File: config.mk
export PLATFORM = sky130hd
export DESIGN_NAME = alsu_top
export DESIGN_NICKNAME = d
export VERILOG_FILES = /design/src/rtl/alsu_pkg.sv /design/src/rtl/alsu_arith_cell.sv /design/src/rtl/alsu_logic_cell.sv /design/src/rtl/alsu_bit_stage.sv /design/src/rtl/alsu_flags.sv /design/src/rtl/alsu_top.sv
export SDC_FILE = /design/constraint.sdc
export NUM_CORES = 1
export LEC_CHECK = 0
export ABC_AREA = 1
export BUFFER_PORTS_ARGS = -buffer_cell sky130_fd_sc_hd__buf_2
export CAP_MARGIN = 10
export CELL_PAD_IN_SITES_DETAIL_PLACEMENT = 1
export CELL_PAD_IN_SITES_GLOBAL_PLACEMENT = 1
export CORE_ASPECT_RATIO = 1.75
export CORE_MARGIN = 2
export CORE_UTILIZATION = 34
export DETAILED_ROUTE_END_ITERATION = 16
export GPL_ROUTABILITY_DRIVEN = 0
export PLACE_DENSITY_LB_ADDON = 0.1
export SLEW_MARGIN = 20
export SYNTH_ARGS = -nofsm -noshare
export SYNTH_HDL_FRONTEND = slang
export SYNTH_SLANG_ARGS = --single-unit
export TNS_END_PERCENT = 10
File: constraint.sdc
create_clock -name vclk -period 5.9
set_input_delay 1.18 -clock vclk [all_inputs]
set_output_delay 1.18 -clock vclk [all_outputs]
set_load 0.02 [all_outputs]
File: src/rtl/alsu_pkg.sv
package alsu_pkg;

  typedef enum logic [1:0] {
    GRP_ARITH = 2'b00,
    GRP_LOGIC = 2'b01,
    GRP_SHR   = 2'b10,
    GRP_SHL   = 2'b11
  } alsu_grp_e;

  typedef enum logic [1:0] {
    YSEL_B    = 2'b00,
    YSEL_NB   = 2'b01,
    YSEL_ZERO = 2'b10,
    YSEL_ONES = 2'b11
  } alsu_ysel_e;

  typedef enum logic [1:0] {
    LOP_AND = 2'b00,
    LOP_OR  = 2'b01,
    LOP_XOR = 2'b10,
    LOP_NOT = 2'b11
  } alsu_lop_e;

endpackage

File: src/rtl/alsu_arith_cell.sv
module alsu_arith_cell
  import alsu_pkg::*;
(
  input  logic       a_i,
  input  logic       b_i,
  input  logic [1:0] ysel_i,
  input  logic       c_i,
  output logic       sum_o,
  output logic       c_o
);

  logic y;

  always_comb begin
    unique case (alsu_ysel_e'(ysel_i))
      YSEL_B:    y = b_i;
      YSEL_NB:   y = ~b_i;
      YSEL_ZERO: y = 1'b0;
      default:   y = 1'b1;
    endcase
  end

  assign sum_o = a_i ^ y ^ c_i;
  assign c_o   = (a_i & y) | (c_i & (a_i ^ y));

endmodule

File: src/rtl/alsu_logic_cell.sv
module alsu_logic_cell
  import alsu_pkg::*;
(
  input  logic       a_i,
  input  logic       b_i,
  input  logic [1:0] lop_i,
  output logic       e_o
);

  always_comb begin
    unique case (alsu_lop_e'(lop_i))
      LOP_AND: e_o = a_i & b_i;
      LOP_OR:  e_o = a_i | b_i;
      LOP_XOR: e_o = a_i ^ b_i;
      default: e_o = ~a_i;
    endcase
  end

endmodule

File: src/rtl/alsu_bit_stage.sv
module alsu_bit_stage
  import alsu_pkg::*;
(
  input  logic       a_i,
  input  logic       b_i,
  input  logic       up_i,
  input  logic       dn_i,
  input  logic [3:0] sel_i,
  input  logic       c_i,
  output logic       c_o,
  output logic       f_o
);

  logic sum;
  logic lres;

  alsu_arith_cell u_arith (
    .a_i    (a_i),
    .b_i    (b_i),
    .ysel_i (sel_i[1:0]),
    .c_i    (c_i),
    .sum_o  (sum),
    .c_o    (c_o)
  );

  alsu_logic_cell u_logic (
    .a_i   (a_i),
    .b_i   (b_i),
    .lop_i (sel_i[1:0]),
    .e_o   (lres)
  );

  always_comb begin
    unique case (alsu_grp_e'(sel_i[3:2]))
      GRP_ARITH: f_o = sum;
      GRP_LOGIC: f_o = lres;
      GRP_SHR:   f_o = up_i;
      default:   f_o = dn_i;
    endcase
  end

endmodule

File: src/rtl/alsu_flags.sv
module alsu_flags
  import alsu_pkg::*;
(
  input  logic [1:0] grp_i,
  input  logic       c_msb_in_i,
  input  logic       c_msb_out_i,
  output logic       cout_o,
  output logic       ovf_o
);

  logic is_arith;

  assign is_arith = (grp_i == GRP_ARITH);
  assign cout_o   = is_arith & c_msb_out_i;
  assign ovf_o    = is_arith & (c_msb_in_i ^ c_msb_out_i);

endmodule

File: src/rtl/alsu_top.sv
module alsu_top
  import alsu_pkg::*;
#(
  parameter int W = 8
) (
  input  logic [W-1:0] a_i,
  input  logic [W-1:0] b_i,
  input  logic [3:0]   sel_i,
  input  logic         cin_i,
  output logic [W-1:0] f_o,
  output logic         cout_o,
  output logic         ovf_o
);

  localparam int PADW = W + 2;
  localparam int MSB  = W - 1;

  logic [W:0]      carry;
  logic [PADW-1:0] a_pad;

  assign carry[0] = cin_i;
  assign a_pad    = {1'b0, a_i, 1'b0};

  for (genvar g = 0; g < W; g++) begin : g_stage
    alsu_bit_stage u_stage (
      .a_i   (a_i[g]),
      .b_i   (b_i[g]),
      .up_i  (a_pad[g+2]),
      .dn_i  (a_pad[g]),
      .sel_i (sel_i),
      .c_i   (carry[g]),
      .c_o   (carry[g+1]),
      .f_o   (f_o[g])
    );
  end

  alsu_flags u_flags (
    .grp_i       (sel_i[3:2]),
    .c_msb_in_i  (carry[W-1]),
    .c_msb_out_i (carry[W]),
    .cout_o      (cout_o),
    .ovf_o       (ovf_o)
  );

  always_comb begin

    xfer_chk: assert (!(sel_i == 4'b0010 && !cin_i) || f_o == a_i);

    not_chk: assert (sel_i != 4'b0111 || f_o == ~a_i);

    shr_chk: assert (sel_i[3:2] != 2'b10 || f_o == (a_i >> 1));

    shl_chk: assert (sel_i[3:2] != 2'b11 || f_o == (a_i << 1));

    no_flag_chk: assert (sel_i[3:2] == 2'b00 || (!cout_o && !ovf_o));

    add_ovf_chk: assert (!(sel_i == 4'b0000 && ovf_o) ||
                         (a_i[MSB] == b_i[MSB] && f_o[MSB] != a_i[MSB]));
  end

endmodule

==> results.toml <==
[final_layout]
area.growth.synth_to_final_pct = 18.1
instances_no_fill = 254
numSequentialCells = 0
clkbuf_count = 0
area.sequential_um2 = 0
finish.net_count = 258
final.fill_count = 458
post-route-cell-area_um2 = 1310
layout-drive-gt1-share_pct = 25.1
diodes = 0
multiInputGateArea_um2 = 928

[floorplan]
floorplan.die_area_um2 = 3760
fp-row-count = 27
die_width_um = 47.2
die_h_um = 79.6
floorplan.initialDensity_pct = 35.4
ios = 31
placeableCoreArea_um2 = 3140

[logic_synthesis]
netlist_area_um2 = 1110
post_synth_inst_count = 186
avg_inst_size_synth_um2 = 5.97
synthesis.nets = 231
synth_sequential_area_ratio_pct = 0
synth.lib_cells_used.distinct = 21
yosysWarningCount = 0

[power]
irDropWorstVdd_v = 0.0000413
powerDensity_nw_per_um2 = 89.6
static-leakage-power_nw = 0.766
power.total_mw = 0.118

[job]
max_cap_viol_count = 0

[worst_setup_path]
setup.worst_path.start_class = "primary input"
worst-endpoint-arrival_ns = 4.78
crit_path_end_kind = "output port"
timing.critical_path.required_ns = 4.72
worst-path-max-fanout = 4
start_to_end_type_of_the_worst_setup_path = "in2out"

[detailed_routing]
totalWireLength_um = 3310
drtIter0Drc = 8
via_per_inst = 4.75
drc = 0
met3RoutedLength_um = 74
length_of_routed_met2_wiring_um = 1830
detail-route-antenna-nets = 0
highest-signal-layer = "met4"
drt-pass1-iter-count = 4
routedWlPerCell_um = 13.0
wirelength_met1_um = 1380
route.vias.total = 1206

[placement]
placed_area_um2 = 1300
placed_cells = 254
port_buffers = 31
dp_hpwl_um = 2780

[outcome]
status = "finished with violations"
failed_checks = "negative setup slack"

[grt]
antenna_found_initial = 0
grt_overflow = 0
global_route.usage.total_pct = 20.0
grt_pass1_vias = 1293
grt_start_max_net_pins = 14
grt_first_pass_wirelength_um = 5700

[timing]
timing_max_transition_violations_final = 0
final_min_period_over_clock_period_pct = 101
rsz_0062_raised_after_global_routing = "yes"
timing.final.crit_period_ns = 5.96
setup_violations = 1
slew_headroom_pct = 69.9
report.final.hold_viol_count = 0
finalWorstSetupSlack_ns = -0.0606
maxClockFrequency_ghz = 0.168
timing_worst_slew_pin_value_ns = 0.449

[cts]
post-cts-setup-buffers = 0
cts_hold_buf = 0

[worst_hold_path]
hold_path_startpoint = "a_i[5]"
timing.hold.worst_endpoint = "f_o[6]"
worst_hold_path.num_cells = 4
hold_path_class = "in2out"
through the flow:
| stage | util [%] | hold slack (ns) | setup slack [ns] | setup TNS, ns |
|---|---|---|---|---|
| global route | 41.8 | 2.80 | -0.260 | -0.589 |
| CTS | 41.8 | 2.78 | -0.116 | -0.168 |
| finish | 41.8 | 2.77 | -0.0606 | -0.0606 |
| global placement | 41.3 | 2.78 | -0.123 | -0.213 |
| detailed placement | 41.3 | 2.78 | -0.204 | -0.432 |
| floorplan | - | 2.52 | 0.00997 | 0 |
where the power goes:
group          internal (mW)  total [mW]  switching (mW)
combinational         0.0461       0.118          0.0715
clock                      0           0               0
sequential                 0           0               0
critical path: stages:
cell and delay (ns):
sky130_fd_sc_hd__buf_2 0.15, sky130_fd_sc_hd__xnor2_4 0.13, sky130_fd_sc_hd__nand2_1 0.06, sky130_fd_sc_hd__o21ai_1 0.08, sky130_fd_sc_hd__fa_2 0.36, sky130_fd_sc_hd__fa_2 0.35, sky130_fd_sc_hd__fa_2 0.34, sky130_fd_sc_hd__fa_2 0.34
sky130_fd_sc_hd__fa_1 0.36, sky130_fd_sc_hd__inv_1 0.07, sky130_fd_sc_hd__fa_1 0.17, sky130_fd_sc_hd__inv_1 0.05, sky130_fd_sc_hd__fa_2 0.36, sky130_fd_sc_hd__fa_2 0.52, sky130_fd_sc_hd__nand2_1 0.06, sky130_fd_sc_hd__nand3_2 0.09
sky130_fd_sc_hd__buf_6 0.11
synthesized netlist by cell type:
master	n	area, um^2
sky130_fd_sc_hd__buf_4	10	75.1
sky130_fd_sc_hd__nand2_1	69	259
sky130_fd_sc_hd__a21oi_1	2	10.0
sky130_fd_sc_hd__xnor2_2	1	16.3
sky130_fd_sc_hd__nand2_2	1	6.26
sky130_fd_sc_hd__nand3_1	7	35.0
sky130_fd_sc_hd__o211ai_1	1	7.51
sky130_fd_sc_hd__nor2_2	1	6.26
sky130_fd_sc_hd__buf_6	1	11.3
sky130_fd_sc_hd__nor2_4	2	22.5
sky130_fd_sc_hd__nand4_1	5	31.3
sky130_fd_sc_hd__o21ai_2	1	8.76
sky130_fd_sc_hd__ha_1	16	200
sky130_fd_sc_hd__o21a_1	1	7.51
sky130_fd_sc_hd__nor2_1	6	22.5
sky130_fd_sc_hd__a21oi_2	1	8.76
sky130_fd_sc_hd__o21ai_0	10	50.1
sky130_fd_sc_hd__fa_1	8	160
sky130_fd_sc_hd__or2_2	1	6.26
sky130_fd_sc_hd__o21ai_1	7	35.0
sky130_fd_sc_hd__inv_1	35	131
cells in the final DEF (no fill, tap or decap):
master,synthesis,routed
sky130_fd_sc_hd__a21oi_1,2,1
sky130_fd_sc_hd__a21oi_2,1,2
sky130_fd_sc_hd__buf_2,0,30
sky130_fd_sc_hd__buf_4,10,5
sky130_fd_sc_hd__buf_6,1,1
sky130_fd_sc_hd__fa_1,8,2
sky130_fd_sc_hd__fa_2,0,6
sky130_fd_sc_hd__ha_1,16,16
sky130_fd_sc_hd__inv_1,35,34
sky130_fd_sc_hd__inv_2,0,1
sky130_fd_sc_hd__nand2_1,69,69
sky130_fd_sc_hd__nand2_2,1,1
sky130_fd_sc_hd__nand3_1,7,6
sky130_fd_sc_hd__nand3_2,0,1
sky130_fd_sc_hd__nand4_1,5,5
sky130_fd_sc_hd__nor2_1,6,6
sky130_fd_sc_hd__nor2_2,1,1
sky130_fd_sc_hd__nor2_4,2,2
sky130_fd_sc_hd__o211ai_1,1,1
sky130_fd_sc_hd__o21a_1,1,1
sky130_fd_sc_hd__o21ai_0,10,8
sky130_fd_sc_hd__o21ai_1,7,9
sky130_fd_sc_hd__o21ai_2,1,1
sky130_fd_sc_hd__or2_2,1,1
sky130_fd_sc_hd__xnor2_4,0,1
layer usage:
| metal | track usage [%] | up-vias |
|---|---|---|
| li1 | - | 611 |
| met3 | 0.452 | 4 |
| met5 | 0 | - |
| met2 | 38.5 | 24 |
| met1 | 23.4 | 567 |
| met4 | 2.50 | 0 |
cell type report:
type / instances / area share [%]
timing repair buffer: 36 / 15.2
inverter: 35 / 10.0
tap: 43 / 4.10
multi-input combinational: 140 / 70.7
timing repair:
item                       CTS  global route
setup endpoints to repair    3             3
pin swaps                    1             1
resized for setup            7             0
cells by family after synthesis:
| logic type | count (synthesis) | synth area share [%] |
|---|---|---|
| adder cells (fa/ha/maj) | 24 | 32.4 |
| XOR/XNOR | 1 | 1.46 |
| buffers and inverters | 46 | 19.6 |
| AO/OA/AOI/OAI | 23 | 11.5 |
| AND/OR/NAND/NOR | 92 | 35.0 |
how the worst max path moves through the flow:
stage | to | cells after the start | from
after floorplan | f_o[7] | 17 | sel_i[0]
after global placement | ovf_o | 17 | sel_i[0]
after detailed placement | ovf_o | 17 | sel_i[0]
after CTS | f_o[7] | 17 | sel_i[0]
after global routing | f_o[7] | 17 | sel_i[0]
final | f_o[7] | 17 | sel_i[0]
Note: power is estimated with default switching activity, not from simulation.
